==> src/rtl/regbank_pkg.sv <==
package regbank_pkg;
  localparam int DATA_W    = 32;
  localparam int ADDR_W    = 8;
  localparam int SLOT_W    = ADDR_W - 4;
  localparam int NUM_RW    = 6;
  localparam int SRST_BIT  = 31;
  localparam int CGATE_BIT = 30;
  localparam logic [DATA_W-1:0] CTRL0_RST = (DATA_W'(1) << SRST_BIT) | (DATA_W'(1) << CGATE_BIT);

  localparam logic [SLOT_W-1:0] SLOT_DATA  = SLOT_W'(6);
  localparam logic [SLOT_W-1:0] SLOT_STAT  = SLOT_W'(7);
  localparam logic [SLOT_W-1:0] SLOT_DEBUG = SLOT_W'(8);
  localparam logic [SLOT_W-1:0] SLOT_VER   = SLOT_W'(9);
  localparam logic [SLOT_W-1:0] SLOT_ABAUD = SLOT_W'(10);

  typedef enum logic [1:0] {
    OP_WRITE  = 2'd0,
    OP_SET    = 2'd1,
    OP_CLEAR  = 2'd2,
    OP_TOGGLE = 2'd3
  } regOp_e;

  typedef struct packed {
    logic [NUM_RW-1:0] hit;
    regOp_e            op;
  } wrStrobe_t;

  function automatic logic [DATA_W-1:0] applyOp(regOp_e op, logic [DATA_W-1:0] cur,
                                                 logic [DATA_W-1:0] d);
    case (op)
      OP_WRITE:  return d;
      OP_SET:    return cur | d;
      OP_CLEAR:  return cur & ~d;
      default:   return cur ^ d;
    endcase
  endfunction
endpackage

==> src/rtl/regbank_ctrl.sv <==
module regbank_ctrl
  import regbank_pkg::*;
(
  input  logic              wrEn,
  input  logic [ADDR_W-1:0] addr,
  output wrStrobe_t         stb,
  output logic [SLOT_W-1:0] rdSlot
);
  logic [SLOT_W-1:0] slot;
  assign slot   = addr[ADDR_W-1:4];
  assign rdSlot = slot;

  always_comb begin
    stb.op  = regOp_e'(addr[3:2]);
    stb.hit = '0;
    for (int i = 0; i < NUM_RW; i++) begin
      if (wrEn && (slot == SLOT_W'(i))) stb.hit[i] = 1'b1;
    end
  end

  // at most one register strobed per write
  always_comb begin
    p_single_hit_r3: assert ($onehot0(stb.hit));
  end
  // a write to a slot at or above the read-only range hits nothing
  always_comb begin
    if (wrEn && (slot >= SLOT_W'(NUM_RW))) p_ro_no_hit_r7: assert (stb.hit == '0);
  end
endmodule

==> src/rtl/regbank_dp.sv <==
module regbank_dp
  import regbank_pkg::*;
#(
  parameter logic [DATA_W-1:0] VERSION_WORD = '0
) (
  input  logic                           clk,
  input  logic                           rstN,
  input  wrStrobe_t                      stb,
  input  logic [DATA_W-1:0]              wrData,
  input  logic [SLOT_W-1:0]              rdSlot,
  input  logic [DATA_W-1:0]              rxDataIn,
  input  logic [DATA_W-1:0]              statusIn,
  input  logic [DATA_W-1:0]              debugIn,
  input  logic [DATA_W-1:0]              autobaudIn,
  output logic [NUM_RW-1:0][DATA_W-1:0]  regQ,
  output logic [DATA_W-1:0]              rdData
);
  logic [DATA_W-1:0] ctrl0Next;
  logic              holdNext;

  assign ctrl0Next = stb.hit[0] ? applyOp(stb.op, regQ[0], wrData) : regQ[0];
  assign holdNext  = ctrl0Next[SRST_BIT];

  always_ff @(posedge clk or negedge rstN) begin
    if (!rstN) regQ[0] <= CTRL0_RST;
    else       regQ[0] <= ctrl0Next;
  end

  for (genvar i = 1; i < NUM_RW; i++) begin : g_reg
    always_ff @(posedge clk or negedge rstN) begin
      if (!rstN)            regQ[i] <= '0;
      else if (holdNext)    regQ[i] <= '0;
      else if (stb.hit[i])  regQ[i] <= applyOp(stb.op, regQ[i], wrData);
    end

    // set and clear aliases act on the previous value
    p_set_r2: assert property (@(posedge clk) disable iff (!rstN)
      (stb.hit[i] && stb.op == OP_SET && !holdNext) |=>
        regQ[i] == ($past(regQ[i]) | $past(wrData)));
    p_clear_r2: assert property (@(posedge clk) disable iff (!rstN)
      (stb.hit[i] && stb.op == OP_CLEAR && !holdNext) |=>
        regQ[i] == ($past(regQ[i]) & ~$past(wrData)));
  end

  always_comb begin
    if (rdSlot < SLOT_W'(NUM_RW)) rdData = regQ[rdSlot[$clog2(NUM_RW)-1:0]];
    else begin
      case (rdSlot)
        SLOT_DATA:  rdData = rxDataIn;
        SLOT_STAT:  rdData = statusIn;
        SLOT_DEBUG: rdData = debugIn;
        SLOT_VER:   rdData = VERSION_WORD;
        SLOT_ABAUD: rdData = autobaudIn;
        default:    rdData = '0;
      endcase
    end
  end

  // soft reset visible in a cycle means the other registers are at reset next cycle
  p_srst_hold_r4: assert property (@(posedge clk) disable iff (!rstN)
    regQ[0][SRST_BIT] |=> (regQ[NUM_RW-1:1] == '0));
  // while soft reset stays set, the held registers do not move
  p_srst_stable_r4: assert property (@(posedge clk) disable iff (!rstN)
    (regQ[0][SRST_BIT] && holdNext) |=> $stable(regQ[NUM_RW-1:1]));
endmodule

==> src/rtl/serial_regbank.sv <==
module serial_regbank
  import regbank_pkg::*;
#(
  parameter logic [7:0]  VER_MAJOR = 8'd3,
  parameter logic [7:0]  VER_MINOR = 8'd1,
  parameter logic [15:0] VER_STEP  = 16'h0007
) (
  input  logic              clk,
  input  logic              rstN,
  input  logic              wrEn,
  input  logic [ADDR_W-1:0] addr,
  input  logic [DATA_W-1:0] wrData,
  output logic [DATA_W-1:0] rdData,
  input  logic [DATA_W-1:0] rxDataIn,
  input  logic [DATA_W-1:0] statusIn,
  input  logic [DATA_W-1:0] debugIn,
  input  logic [DATA_W-1:0] autobaudIn,
  output logic [DATA_W-1:0] ctrl0Out,
  output logic [DATA_W-1:0] ctrl1Out,
  output logic [DATA_W-1:0] ctrl2Out,
  output logic [DATA_W-1:0] lineCtrlOut,
  output logic [DATA_W-1:0] lineCtrl2Out,
  output logic [DATA_W-1:0] intrOut,
  output logic              softRstOut,
  output logic              clkGateOut,
  output logic              portEnOut,
  output logic              txEnOut,
  output logic              rxEnOut,
  output logic              rtsOut,
  output logic              ctsFlowEnOut
);
  localparam logic [DATA_W-1:0] VERSION_WORD = DATA_W'({VER_MAJOR, VER_MINOR, VER_STEP});

  wrStrobe_t                     stb;
  logic [SLOT_W-1:0]             rdSlot;
  logic [NUM_RW-1:0][DATA_W-1:0] regQ;

  regbank_ctrl u_ctrl (
    .wrEn   (wrEn),
    .addr   (addr),
    .stb    (stb),
    .rdSlot (rdSlot)
  );

  regbank_dp #(.VERSION_WORD(VERSION_WORD)) u_dp (
    .clk        (clk),
    .rstN       (rstN),
    .stb        (stb),
    .wrData     (wrData),
    .rdSlot     (rdSlot),
    .rxDataIn   (rxDataIn),
    .statusIn   (statusIn),
    .debugIn    (debugIn),
    .autobaudIn (autobaudIn),
    .regQ       (regQ),
    .rdData     (rdData)
  );

  assign ctrl0Out     = regQ[0];
  assign ctrl1Out     = regQ[1];
  assign ctrl2Out     = regQ[2];
  assign lineCtrlOut  = regQ[3];
  assign lineCtrl2Out = regQ[4];
  assign intrOut      = regQ[5];

  assign softRstOut   = regQ[0][SRST_BIT];
  assign clkGateOut   = regQ[0][CGATE_BIT];
  assign ctsFlowEnOut = regQ[2][15];
  assign rtsOut       = regQ[2][11];
  assign rxEnOut      = regQ[2][9];
  assign txEnOut      = regQ[2][8];
  assign portEnOut    = regQ[2][0];
endmodule

==> config.mk <==
export PLATFORM = sky130hd
export DESIGN_NAME = serial_regbank
export DESIGN_NICKNAME = d
export VERILOG_FILES = /design/src/rtl/regbank_pkg.sv /design/src/rtl/regbank_ctrl.sv /design/src/rtl/regbank_dp.sv /design/src/rtl/serial_regbank.sv
export SDC_FILE = /design/constraint.sdc
export NUM_CORES = 1
export LEC_CHECK = 0
export ABC_CLOCK_PERIOD_IN_PS = 2900
export BUFFER_PORTS_ARGS = -buffer_cell sky130_fd_sc_hd__buf_4
export CORE_MARGIN = 8
export CORE_UTILIZATION = 45
export CTS_CLUSTER_DIAMETER = 200
export CTS_CLUSTER_SIZE = 25
export DETAILED_ROUTE_END_ITERATION = 16
export PLACE_DENSITY = 0.7
export RECOVER_POWER = 100
export SYNTH_ARGS = -nofsm -noshare
export SYNTH_HDL_FRONTEND = slang
export SYNTH_SLANG_ARGS = --single-unit
export TNS_END_PERCENT = 1
==> constraint.sdc <==
create_clock -name clk -period 2.9 [get_ports clk]
set_input_delay 0.435 -clock clk [delete_from_list [all_inputs] [get_ports clk]]
set_output_delay 0.435 -clock clk [all_outputs]
set_load 0.01 [all_outputs]
## After elaboration in Yosys (flattened, before gate mapping)

Index checks and enable logic that the tools add are counted.
W data, S select, Z words.

| operators by class | value |
|---|---|
| $lt $le $gt $ge | 2 |
| eq/ne operators | 12 |
| muxes and demuxes | 27 |
| bitwise operators | 19 |
| reductions and logical operators | 13 |

Operators with widths:

| cell | number |
|---|---|
| $pmux W32 S3 | 6 |
| $mux W32 | 13 |
| $and A32 B32 Y32 | 6 |
| $or A32 B32 Y32 | 6 |
| $xor A32 B32 Y32 | 6 |
| $pmux W32 S5 | 1 |
| $bmux W32 S3 | 1 |
| $not A32 Y32 | 1 |
| $eq A4 B3 Y1 const B | 4 |
| $eq A4 B4 Y1 const B | 3 |
| $reduce_bool A2 Y1 | 5 |
| $eq A4 B2 Y1 const B | 2 |
| $logic_and A1 B1 Y1 | 6 |
| $mux W1 | 6 |
| $eq A4 B1 Y1 const B | 1 |
| $logic_not A4 Y1 | 1 |
| $lt A3 B4 Y1 const B | 1 |
| $lt A4 B3 Y1 const B | 1 |
| $eq A2 B1 Y1 const B | 1 |
| $eq A2 B2 Y1 const B | 1 |
| $logic_not A2 Y1 | 1 |

| word-level totals | value |
|---|---|
| register bits after elaboration | 192 |
| output and inout bits | 231 |

## Logic depth before layout (Yosys ltp)

| logic depth | value |
|---|---|
| depth after elaboration | 5 |
| mapped depth | 9 |

## By module

A second synthesis with hierarchy kept.

| second synthesis, totals | value |
|---|---|
| cell total of the unflattened synthesis | 2409 |
| area total of the unflattened synthesis | 22232.6 um^2 |

By module, submodules not included:

| module | instances | cells an instance | area an instance (um^2) | seq. area each (um^2) |
|---|---|---|---|---|
| regbank_dp | 1 | 2385 | 22074.9 | 4807.1 |
| regbank_ctrl | 1 | 17 | 105.1 | 0.0 |
| serial_regbank | 1 | 7 | 52.6 | 0.0 |

## Worst setup path after synthesis

Ideal clock, no wire load.

| path | value |
|---|---|
| path type | input -> output |
| from | input port addr[5] |
| to | output port rdData[10] |
| arrival time | 1.892 ns |
| data required time | 2.465 ns |
| setup slack | 0.573 ns |
| stages | 6 |
| path through | buf_2 -> buf_2 -> buf_1 -> mux2i_1 -> o22ai_1 -> a221o_1 |

| on the way | value |
|---|---|
| word-level cells in the longest chain between the ends | 3 |
| elaborated cells between the ends (all ways) | 10 |
| those cells by class | 1 x order compare; 5 x eq/ne; 4 x mux |

Ends and longest elaborated chain:

| element | line | RTL |
|---|---|---|
| from (decl) | serial_regbank.sv:11 | `input logic [ADDR_W-1:0] addr,` |
| $eq A4 B4 Y1, or another cell as far along | regbank_dp.sv:48 | `case (rdSlot)` |
| $pmux W32 S5 / $mux W32 (equally long branches) | regbank_dp.sv:48, regbank_dp.sv:46 |  |
| $mux W32 * | regbank_dp.sv:46 | `if (rdSlot < SLOT_W'(NUM_RW)) rdData = regQ[rdSlot[$clog2(NUM_RW)-1:0]];` |
| to (decl) | serial_regbank.sv:13 | `output logic [DATA_W-1:0] rdData,` |

Every way passes the cells marked *; elsewhere a longest branch is shown, timed or not. The select of a mux whose other input is x is not followed.

## Worst setup path in the final report

| path | value |
|---|---|
| from | input port addr[7] |
| to | output port rdData[29] |

| on the way | value |
|---|---|
| word-level cells in the longest chain between the ends | 3 |
| elaborated cells between the ends (all ways) | 8 |
| those cells by class | 1 x order compare; 5 x eq/ne; 2 x mux |

Ends and longest elaborated chain:

| element | line |
|---|---|
| $eq A4 B4 Y1 / $eq A4 B3 Y1 (equally long branches) | regbank_dp.sv:48 |
| $pmux W32 S5 | regbank_dp.sv:48 |
| $mux W32 * | regbank_dp.sv:46 |

Every way passes the cells marked *; elsewhere a longest branch is shown, timed or not.

==> results.toml <==
[synthesis]
ys_warn_count = 0
syn_area_per_cell_um2 = 8.09
netlist_instances = 2612
synth_area_um2 = 21100
synth_top_cell_by_area = "ha_1"
seq_area_frac_synth = 0.227
synth_area_leaders = "ha_1, dfrtp_1, nor2b_1"
ys_ff_latch = 192
yosysUniqueCellTypes = 34
synth.net_count = 3167
synth_top_area_share = 0.227

[drt]
num_vias = 20401
drt_iter0_markers = 1616
via_per_inst = 5.83
antenna_left = 0
wl_per_cell_um = 21.3
wirelength_mm = 74.5
route.detailed.drc = 0
first_pass_iters = 7

[floorplan]
std_cell_rows = 79
design.die.area_um2 = 54200
initial_utilization = 0.455
io_pins = 402
coreArea_um2 = 46500
die_x_um = 233
die_h_um = 233

[sta]
clock_skew_ps = 8.00
setup_viol = 0
max_slew.worst_pin.slew_ps = 1980
slew_headroom = -0.318
period_minus_slack_ps = 2860
tns_ps = 0
max_freq_ghz = 0.350
hold_violations = 0
fin_crit_sh = 0.985
rsz0062_at_grt = "true"
hold_slack_ps = 519
slew_violations = 115

[place]
gp_congestion = 0.863
portBuffers = 399
dp_hpwl_mm = 52.2
dp_cells = 3468

[pwr]
vdd_ir_drop_max_mv = 0.352
p_total_uw = 11600
cellLeakagePower_uw = 0.0110
p_per_area_nw_per_um2 = 470

[global_route]
grt_pass1_wl_mm = 115
grtUsageTotal = 0.266
grt_overflow = 0
first_global_vias = 20738
grt_antenna_before_repair = 1
grt_max_degree = 201

[worst_setup_path]
critPathKind = "in -> out"
r2r_start = "u_dp.regQ[31]"
cp-start-kind = "primary input"
worst_ep_arrival_time_ps = 2420
crit_required_ps = 2470
r2r-end = "u_dp.regQ[119]"
end_kind = "output pin"
rr_worst_depth = 6
r2r_slack_ps = 220
cp_max_fo = 26

[final_layout]
instances_no_fill = 3501
seq_area_um2 = 4810
areaGrowthSynthToFinish_pct = 16.8
nets = 3436
fillCellCount = 4436
reg_top3 = "u_dp.regQ: 192 flops"
drive_gt1_frac = 0.152
multi_input_area_um2 = 14600
antenna_cells = 0
largest_reg_flops = 192
regMostFlops = "u_dp.regQ"

[hold_path]
worst_hold_path.endpoint = "u_dp.regQ[191]"
holdCritPathClass = "in -> reg"
min_path_cells = 5
hold_start = "wrData[31]"

[cts]
cts.sink_count = 192
numCtsBuffers = 17
clockBufferDepth = 2
cts_tree = "yes"
clkTransAtPathRegs_ps = 70
clock_latency_ps = 470
ctsRootBufferMaster = "clkbuf_16"
post_cts_buffers = 0
htree_levels = 4

[job]
maxCapViolations = 2

[status]
status = "complete, but fails checks"
violations = "max-capacitance violations, max-slew violations"
==> cell families after synthesis <==
| kind of cell | synth area share |
|---|---|
| AO/OA/AOI/OAI | 0.218 |
| adder cells (fa/ha/maj) | 0.227 |
| buffers and inverters | 0.0852 |
| flip-flops | 0.227 |
| multiplexers | 0.0592 |
| AND/OR/NAND/NOR | 0.183 |
==> worst max path at each step <==
stage	start	to	slack, ps
floorplan	addr[5]	rdData[10]	570
global route	addr[7]	rdData[15]	-60
detailed placement	addr[7]	rdData[22]	30
finish	addr[7]	rdData[29]	40
global placement	addr[6]	rdData[20]	-140
CTS	addr[7]	rdData[22]	30
==> report_power, final <==
part,total (uW),internal (uW),switching [uW]
registers,3920,3170,755
clock network,2590,1410,1180
logic,5100,2030,3070
==> area by class of cell <==
cell class | instances | area share
clock inverters | 8 | 0.00405
inverters | 225 | 0.0342
repair buffers | 464 | 0.124
multi-input cells | 1981 | 0.592
well taps | 607 | 0.0308
flip-flops and latches | 192 | 0.195
clock buffers | 24 | 0.0207
==> cells in the final DEF, fill, tap and decap left out, drive strengths merged, types with 43 or more instances in the layout <==
cell type / n
nor2b: 191
inv: 226
nor3: 187
buf: 261
clkbuf: 226
nand2: 228
o21ai: 223
a211oi: 191
a21oi: 194
mux2i: 43
nor2: 206
dfrtp: 190
ha: 384
==> synthesized netlist by cell type (all sizes together) <==
cell,n
mux4,33
o311ai,3
and3,8
o22ai,16
and4,1
clkbuf,144
nor2,206
nand3,1
o21ai,223
buf,70
dfrtp,190
nand2b,6
a32oi,3
a21oi,194
o211ai,10
ha,384
a22oi,13
mux2,7
a211oi,191
nand2,228
nor2b,191
a221o,16
dfstp,2
o21a,3
o221ai,3
a222oi,10
inv,225
mux2i,43
nor3,187
and2,1
==> stage by stage <==
step	setup WS, ps	utilization	cell area (um^2)
after global routing	-60.1	0.532	24700
after CTS	26.1	0.548	25500
after global placement	-141	0.535	24800
after floorplan	573	-	21100
after detailed placement	31.1	0.535	24800
final	43.8	0.532	24700
==> critical path, cell delays in order <==
cell	delay, ps
buf_4	120
buf_4	190
nor2b_4	150
nor2b_4	960
a222oi_1	240
o211ai_1	170
buf_4	150
==> per-layer routing <==
metal | global-route usage | up-vias | routed length [um]
met5 | 0 | - | 13
met4 | 0.111 | 2 | 2700
met3 | 0.0549 | 135 | 4970
met2 | 0.446 | 728 | 35800
met1 | 0.329 | 9974 | 31100
li1 | - | 9562 | -
==> what timing repair did <==
item	in CTS	in global routing
hold buffers	1	0
endpoints found under the hold margin	48	0
endpoints found under the setup margin	0	10
resized for setup	0	2
No activity file was read; power rests on OpenSTA's default activity.
